`src/rtl/modexp.sv`:
```
module modexp #(
  parameter int W             = 16,
  parameter int EXP_W         = 16,
  parameter bit LEFT_TO_RIGHT = 1'b0
) (
  input  logic             clk,
  input  logic             rst_n,
  input  logic             start,
  input  logic [W-1:0]     x,
  input  logic [EXP_W-1:0] e,
  input  logic [W-1:0]     n,
  output logic             done,
  output logic [W-1:0]     y
);
  localparam int IW = (EXP_W > 1) ? $clog2(EXP_W) : 1;
  localparam int JW = (W > 1) ? $clog2(W) : 1;

  // one interleaved step: acc*2 (+a) with reduction after each move
  function automatic logic [W-1:0] mm_step(input logic [W-1:0] acc,
                                           input logic [W-1:0] a,
                                           input logic [W-1:0] m,
                                           input logic         b);
    logic [W:0] t;
    t = {acc, 1'b0};
    if (t >= {1'b0, m}) t = t - {1'b0, m};
    if (b) t = t + {1'b0, a};
    if (t >= {1'b0, m}) t = t - {1'b0, m};
    return t[W-1:0];
  endfunction

  logic             busy, mul_ph;
  logic [W-1:0]     y_r, s_r, n_r, acc0, acc1;
  logic [EXP_W-1:0] e_r;
  logic [IW-1:0]    i_r;
  logic [JW-1:0]    j_r;

  logic [W-1:0] b0, nxt0, nxt1;
  logic         ebit, last_step, last_iter;

  assign ebit      = e_r[i_r];
  assign b0        = (LEFT_TO_RIGHT && !mul_ph) ? y_r : s_r;
  assign nxt0      = mm_step(acc0, y_r, n_r, b0[j_r]);
  assign nxt1      = mm_step(acc1, s_r, n_r, s_r[j_r]);
  assign last_step = (j_r == '0);
  assign last_iter = LEFT_TO_RIGHT ? (i_r == '0) : (i_r == IW'(EXP_W-1));
  assign y         = y_r;

  always_ff @(posedge clk or negedge rst_n) begin
    if (!rst_n) begin
      busy   <= 1'b0;
      done   <= 1'b0;
      mul_ph <= 1'b0;
      y_r    <= '0;
      s_r    <= '0;
      n_r    <= '0;
      e_r    <= '0;
      acc0   <= '0;
      acc1   <= '0;
      i_r    <= '0;
      j_r    <= '0;
    end else begin
      done <= 1'b0;
      if (!busy) begin
        if (start) begin
          busy   <= 1'b1;
          mul_ph <= 1'b0;
          y_r    <= W'(1);
          s_r    <= x;
          n_r    <= n;
          e_r    <= e;
          acc0   <= '0;
          acc1   <= '0;
          i_r    <= LEFT_TO_RIGHT ? IW'(EXP_W-1) : '0;
          j_r    <= JW'(W-1);
        end
      end else if (!last_step) begin
        acc0 <= nxt0;
        acc1 <= nxt1;
        j_r  <= j_r - 1'b1;
      end else begin
        acc0 <= '0;
        acc1 <= '0;
        j_r  <= JW'(W-1);
        if (!LEFT_TO_RIGHT) begin
          if (ebit) y_r <= nxt0;
          s_r <= nxt1;
          if (last_iter) begin
            busy <= 1'b0;
            done <= 1'b1;
          end else begin
            i_r <= i_r + 1'b1;
          end
        end else begin
          y_r <= nxt0;
          if (!mul_ph && ebit) begin
            mul_ph <= 1'b1;
          end else begin
            mul_ph <= 1'b0;
            if (last_iter) begin
              busy <= 1'b0;
              done <= 1'b1;
            end else begin
              i_r <= i_r - 1'b1;
            end
          end
        end
      end
    end
  end

  AST_Y_BELOW_MOD: assert property (@(posedge clk) disable iff (!rst_n)
    busy |-> (y_r < n_r));
  AST_ACC_BELOW_MOD: assert property (@(posedge clk) disable iff (!rst_n)
    busy |-> (acc0 < n_r) && (acc1 < n_r));
  AST_START_IGNORED: assert property (@(posedge clk) disable iff (!rst_n)
    (busy && start) |=> $stable(n_r) && $stable(e_r) && $stable(busy));
  AST_DONE_PULSE: assert property (@(posedge clk) disable iff (!rst_n)
    done |=> !done);
  AST_DONE_ENDS_RUN: assert property (@(posedge clk) disable iff (!rst_n)
    done |-> !busy && $past(busy));
  AST_ZERO_EXP_ONE: assert property (@(posedge clk) disable iff (!rst_n)
    (done && e_r == '0) |-> (y_r == W'(1)));
endmodule

```
`config.mk`:
```
export PLATFORM = sky130hd
export DESIGN_NAME = modexp
export DESIGN_NICKNAME = d
export VERILOG_FILES = /design/src/rtl/modexp.sv
export SDC_FILE = /design/constraint.sdc
export NUM_CORES = 1
export LEC_CHECK = 0
export BUFFER_PORTS_ARGS = -buffer_cell sky130_fd_sc_hd__buf_4
export CAP_MARGIN = 30
export CORE_ASPECT_RATIO = 1.4
export CORE_MARGIN = 4
export CORE_UTILIZATION = 58
export DETAILED_ROUTE_END_ITERATION = 10
export GPL_ROUTABILITY_DRIVEN = 0
export GPL_TIMING_DRIVEN = 0
export PLACE_DENSITY = 0.87
export SLEW_MARGIN = 20
export SYNTH_ARGS = -nofsm -noshare
export SYNTH_HDL_FRONTEND = slang
export SYNTH_SLANG_ARGS = --single-unit
```
`constraint.sdc`:
```
create_clock -name clk -period 8.7 [get_ports clk]
set_clock_uncertainty 0.05 [all_clocks]
set_input_delay 0.435 -clock clk [delete_from_list [all_inputs] [get_ports clk]]
set_output_delay 0.435 -clock clk [all_outputs]
set_load 0.05 [all_outputs]
```
==> flow_summary.toml, run 1 <==
[run_status]
outcome = "completed"

[finish]
synthToLayoutAreaGrowth_pct = 11.6
drive_gt1_share_pct = 12.4
num_antenna_cells = 0
fin_nets = 1422

[worst_setup_path]
slowest_delay_ps = 550
worstSetupEndpointType = "flop"
crit_slowest_cell = "clkbuf_1"
critical_path_class = "reg -> reg"
crit_start = "n_r[1]"
crit_path_max_fanout = 10
crit_arrival_ps = 8630
critPathLaunchType = "flop"
worstReg2RegStart = "n_r[1]"
required_ps = 8870
cp_common_cell = "ha_1"

[sta]
relSlewSlack_pct = 34.8
timing_hold_violations_final = 0
drv_slew = 0
setup_viol = 0
tightestPinTransition_ps = 978
rsz0062_at_grt = "false"
finalSetupTns_ps = 0
period_minus_slack_ps = 8460
fmax_mhz = 118
finalCritPeriodShare_pct = 97.2

[route]
drt.antenna.violating_nets = 0
vias_per_cell = 6.49
drc_errors = 0
wire_per_inst_microns = 20.0
vias = 9748
drtIter0Drc = 719
finalWirelength_microns = 30100
drtPass1Iterations = 5

[yosys]
synth.area.top_cells = "dfrtp_1 26%, ha_1 12%, nand2_1 5.6%"
synth_seq_cells = 106
synth_cell_type_count = 72
synthTopCellsByCount = "150 x nand2_1, 106 x dfrtp_1, 100 x ha_1, 83 x a21oi_1, 72 x o21ai_0"
synth_area_sq_mm = 0.0101
syn-instance-count = 1185
synth_top_area_share_pct = 26.4
synth_ff_type = "dfrtp_1"
syn_avg_cell_area_sq_um = 8.49
async_reset_ff_share_pct = 100
syn_nets = 1342
seq_area_frac_synth_pct = 26.4
synth.most_common_cell = "nand2_1"
synth_warnings = 0
yosys.area.top_type = "dfrtp_1"
synth_edf_count = 0

[worst_hold_path]
hold_path_startpoint = "e[7]"
hp-class = "in -> reg"

[clocking]
cts_resized = 0
clk_root_buffer_cell = "clkbuf_16"
clk_pin_slew_ps = 70
clk_latency_ps = 360
htree_levels = 3
cts.sinks = 106
clock_path_buffers = 2
numCtsBuffers = 9
cts_tree = "built"

[grt]
first_global_vias = 9638
grt_pass1_wl_microns = 46600
grt_usage_pct = 30.0
grt-ovfl-total = 0
grt_antenna_before_repair = 0
grt_max_degree = 107

[job]
maxCapViolCount = 0

[floorplanning]
start_util_pct = 59.6
core_sq_mm = 0.0169
die-height_microns = 164
die_w_microns = 119
die-area_sq_mm = 0.0196
row_count = 56
ios = 68

[placed_design]
port_buffers = 67
hpwl_microns = 22900
## flip-flops by register name, indices dropped and copies added, names as in the netlist
register  cells
y            16
b0           16
n_r          16
acc1         16
done          1
busy          1
i_r           4
acc0         16
e_r          16
j_r           4
## final timing paths
check / cells after the start / end / slack [ps]
setup / recovery: 31 / acc0[11] / 240
hold / removal: 3 / e_r[7] / 210
setup reg to reg: 31 / acc0[11] / 240
hold reg to reg: 2 / e_r[9] / 420
max in group asynchronous: 3 / e_r[13] / 7440
min in group asynchronous: 2 / b0[3] / 470
## kinds of logic (layout without fill, tap and decap cells)
kind of cell    after synthesis  in the layout  synth area share, %
compound gates              369            369                 23.0
simple gates                352            352                 16.0
fa+ha+maj                   106            106                 13.6
xor+xnor                     70             70                 6.09
flops                       106            106                 26.4
mux                          87             87                 10.9
buf+inv                      95            180                 4.09
## metrics by stage
step	util, %	std cells	cell area, sq um	setup slack [ps]	hold WS, ps
floorplan	-	1185	10100	2210	89.4
global placement	64.3	1484	10900	663	403
detailed placement	64.3	1484	10900	493	412
CTS	66.3	1500	11200	442	207
global route	66.5	1502	11200	43.9	221
finish	66.5	1502	11200	240	213
## routing by layer
| layer | vias up | part of all wire, % | GRT usage [%] |
|---|---|---|---|
| met1 | 4605 | 36 | 32.3 |
| met4 | 0 | 8.0 | 22.7 |
| met3 | 162 | 6.4 | 4.00 |
| met5 | - | 0 | 0 |
| li1 | 4500 | - | - |
| met2 | 481 | 49 | 53.2 |
## cell type report
type,count,area [sq um]
multi-input combinational,984,7000
fill,1333,5650
sequential,106,2650
timing repair buffer,69,544
tap,232,290
clock buffer,11,233
buffer,44,220
inverter,51,191
clock inverter,5,103
## critical path, delay by kind of cell (launching register included)
kind            cells  cell delay, ps
buf+inv             6            1590
mux                 3            1130
xor+xnor            1              90
fa+ha+maj           4            1190
flops               1             450
simple gates        5             870
compound gates     12            2930
## cells in the final DEF, fill, tap and decap left out, types with 10 or more instances in the layout
cell type	n
nand2_1	150
dfrtp_1	106
ha_1	100
a21oi_1	83
o21ai_0	72
nor2_1	69
buf_4	67
o21ai_1	49
inv_1	47
xnor2_1	46
clkbuf_1	37
mux2_2	36
nand3_1	33
mux2i_1	30
nor3_1	25
xor2_1	24
a21o_1	20
o21a_1	18
nor2b_1	15
a31oi_1	15
a211oi_1	15
o211ai_1	12
o22ai_1	12
and3_1	10
nand2b_1	10
mux4_2	10
## timing repair
item	4_1_cts	5_1_grt
hold endpoints to repair	0	27
hold buffers	0	1
setup buffers	0	0
Power of run 1 is left out: the tool's default activity adds up to more than one toggle a clock period on the data nets, which glitch-free logic cannot reach.
==> run 2: changes to the inputs <==
ABC_AREA = 1   (was unset)
SKIP_CTS_REPAIR_TIMING = 1   (was unset)
==> flow_summary.toml, run 2 <==
[yosys]
async_reset_ff_share_pct = 100
synth_area_sq_mm = 0.0111
syn_avg_cell_area_sq_um = 6.29
syn-instance-count = 1768
synth_ff_type = "dfrtp_1"
synth_warnings = 0
synth.area.top_cells = "nand2_1 24%, dfrtp_1 24%, ha_1 11%"
syn_nets = 1925
synth_cell_type_count = 52
synthTopCellsByCount = "712 x nand2_1, 192 x inv_1, 144 x nand3_1, 106 x dfrtp_1, 102 x a21oi_1"
synth_top_area_share_pct = 24.0
synth_edf_count = 0
yosys.area.top_type = "nand2_1"
synth.most_common_cell = "nand2_1"
seq_area_frac_synth_pct = 23.9
synth_seq_cells = 106

[sta]
rsz0062_at_grt = "false"
drv_slew = 0
tightestPinTransition_ps = 770
relSlewSlack_pct = 48.6
setup_viol = 0
finalSetupTns_ps = 0
timing_hold_violations_final = 0
layout_setup_ws_ps = 2080
fmax_mhz = 151
finalCritPeriodShare_pct = 76.1
period_minus_slack_ps = 6620

[worst_setup_path]
reg2reg_to = "y[1]"
cp_common_cell = "nand2_1"
slowest_delay_ps = 500
r2r_cells = 29
reg2reg_slack_ps = 2080
required_ps = 8890
cp_top_family = "simple AND/OR/NAND/NOR gates"
worstSetupEndpointType = "flop"
crit_path_max_fanout = 12
crit_arrival_ps = 6810
crit_slowest_cell = "clkinv_1"
worstReg2RegStart = "n_r[0]"
critical_path_class = "reg -> reg"
cp_num_buf_inv = 4
critPathLaunchType = "flop"

[placed_design]
pre_cts_ws_ps = 2440
port_buffers = 67
hpwl_microns = 29400

[finish]
fin_util_pct = 65.4
most-common-layout-cells = "712 x nand2_1, 192 x inv_1, 144 x nand3_1"
num_antenna_cells = 0
multi_input_area_sq_mm = 0.00750
drive_gt1_share_pct = 7.23
fin_nets = 2005
layout_commonest_cell = "nand2_1"
n_fill_cell = 1710
synthToLayoutAreaGrowth_pct = 10.3
register_area_sq_mm = 0.00265

[clocking]
clk_root_buffer_cell = "clkbuf_16"
clk_latency_ps = 370
numCtsBuffers = 9
cts.sinks = 106
htree_levels = 3
cts_tree = "built"
clock_path_buffers = 2
clk_pin_slew_ps = 90

[floorplanning]
die_w_microns = 125
row_count = 59
die-height_microns = 172
core_sq_mm = 0.0188
ios = 68
start_util_pct = 59.3
die-area_sq_mm = 0.0215

[worst_hold_path]
hp-class = "in -> reg"
holdPathEnd = "e_r[15]"
hold_path_startpoint = "e[15]"
holdPathStages = 3

[grt]
grt_usage_pct = 34.7
grt-ovfl-total = 0
first_global_vias = 12000
grt_max_degree = 107
grt_antenna_before_repair = 0
grt_pass1_wl_microns = 59400

[run_status]
outcome = "completed"

[route]
wire_per_inst_microns = 17.9
drt.antenna.violating_nets = 0
finalWirelength_microns = 37500
vias_per_cell = 5.97
vias = 12500
drtPass1Iterations = 6
drtIter0Drc = 1385
drc_errors = 0

[job]
maxCapViolCount = 0
run 2: changes by cell type after synthesis, sizes merged, moves of 15 or more:
| cell | change |
|---|---|
| nor2b | -15 |
| mux2 | -45 |
| nand4 | +30 |
| a21oi | +18 |
| nand3 | +118 |
| o21ai | -35 |
| nand2 | +570 |
| mux2i | -32 |
| inv | +148 |
| xnor2 | -17 |
run 2: kinds of logic after synthesis:
| logic type | share of synthesized area, % |
|---|---|
| compound gates | 11.6 |
| simple gates | 39.1 |
| fa+ha+maj | 12.3 |
| xor+xnor | 4.41 |
| buf+inv | 8.71 |
| flops | 23.9 |
run 2: final cells by class:
type | count | area share [%]
clock inverter | 7 | 0.571
clock buffer | 9 | 1.84
buffer | 42 | 1.78
multi-input combinational | 1420 | 61.1
timing repair buffer | 69 | 4.44
tap | 244 | 2.49
inverter | 200 | 6.12
sequential | 106 | 21.6
run 2: how the worst max path moves through the flow:
stage / slack (ps) / from / cells past startpoint / to
floorplan: 3780 / n_r[1] / 30 / acc0[1]
global placement: 2700 / n_r[1] / 30 / y[1]
detailed placement: 2440 / n_r[0] / 29 / y[1]
CTS: 2340 / n_r[1] / 30 / y[1]
global route: 1660 / n_r[0] / 29 / y[1]
finish: 2080 / n_r[0] / 29 / y[1]
run 2: worst min-delay path: cells and delay by family:
family	cells	cell delay, ps
buffers and inverters	1	80
AND/OR/NAND/NOR	2	80
run 2: routing by layer:
metal | share of wire [%] | vias up | GRT usage [%]
met5 | 0 | - | 0
met4 | 10 | 0 | 29.6
met3 | 8.6 | 251 | 7.64
met2 | 47 | 733 | 59.1
met1 | 34 | 5620 | 36.5
li1 | - | 5907 | -
run 2: metrics by stage:
step / cells / hold slack [ps] / area (sq um)
floorplan: 1768 / 89.4 / 11100
global placement: 2079 / 409 / 11900
detailed placement: 2079 / 415 / 11900
CTS: 2095 / 205 / 12200
global route: 2097 / 213 / 12300
finish: 2097 / 202 / 12300
Power of run 2 is left out for the same reason.
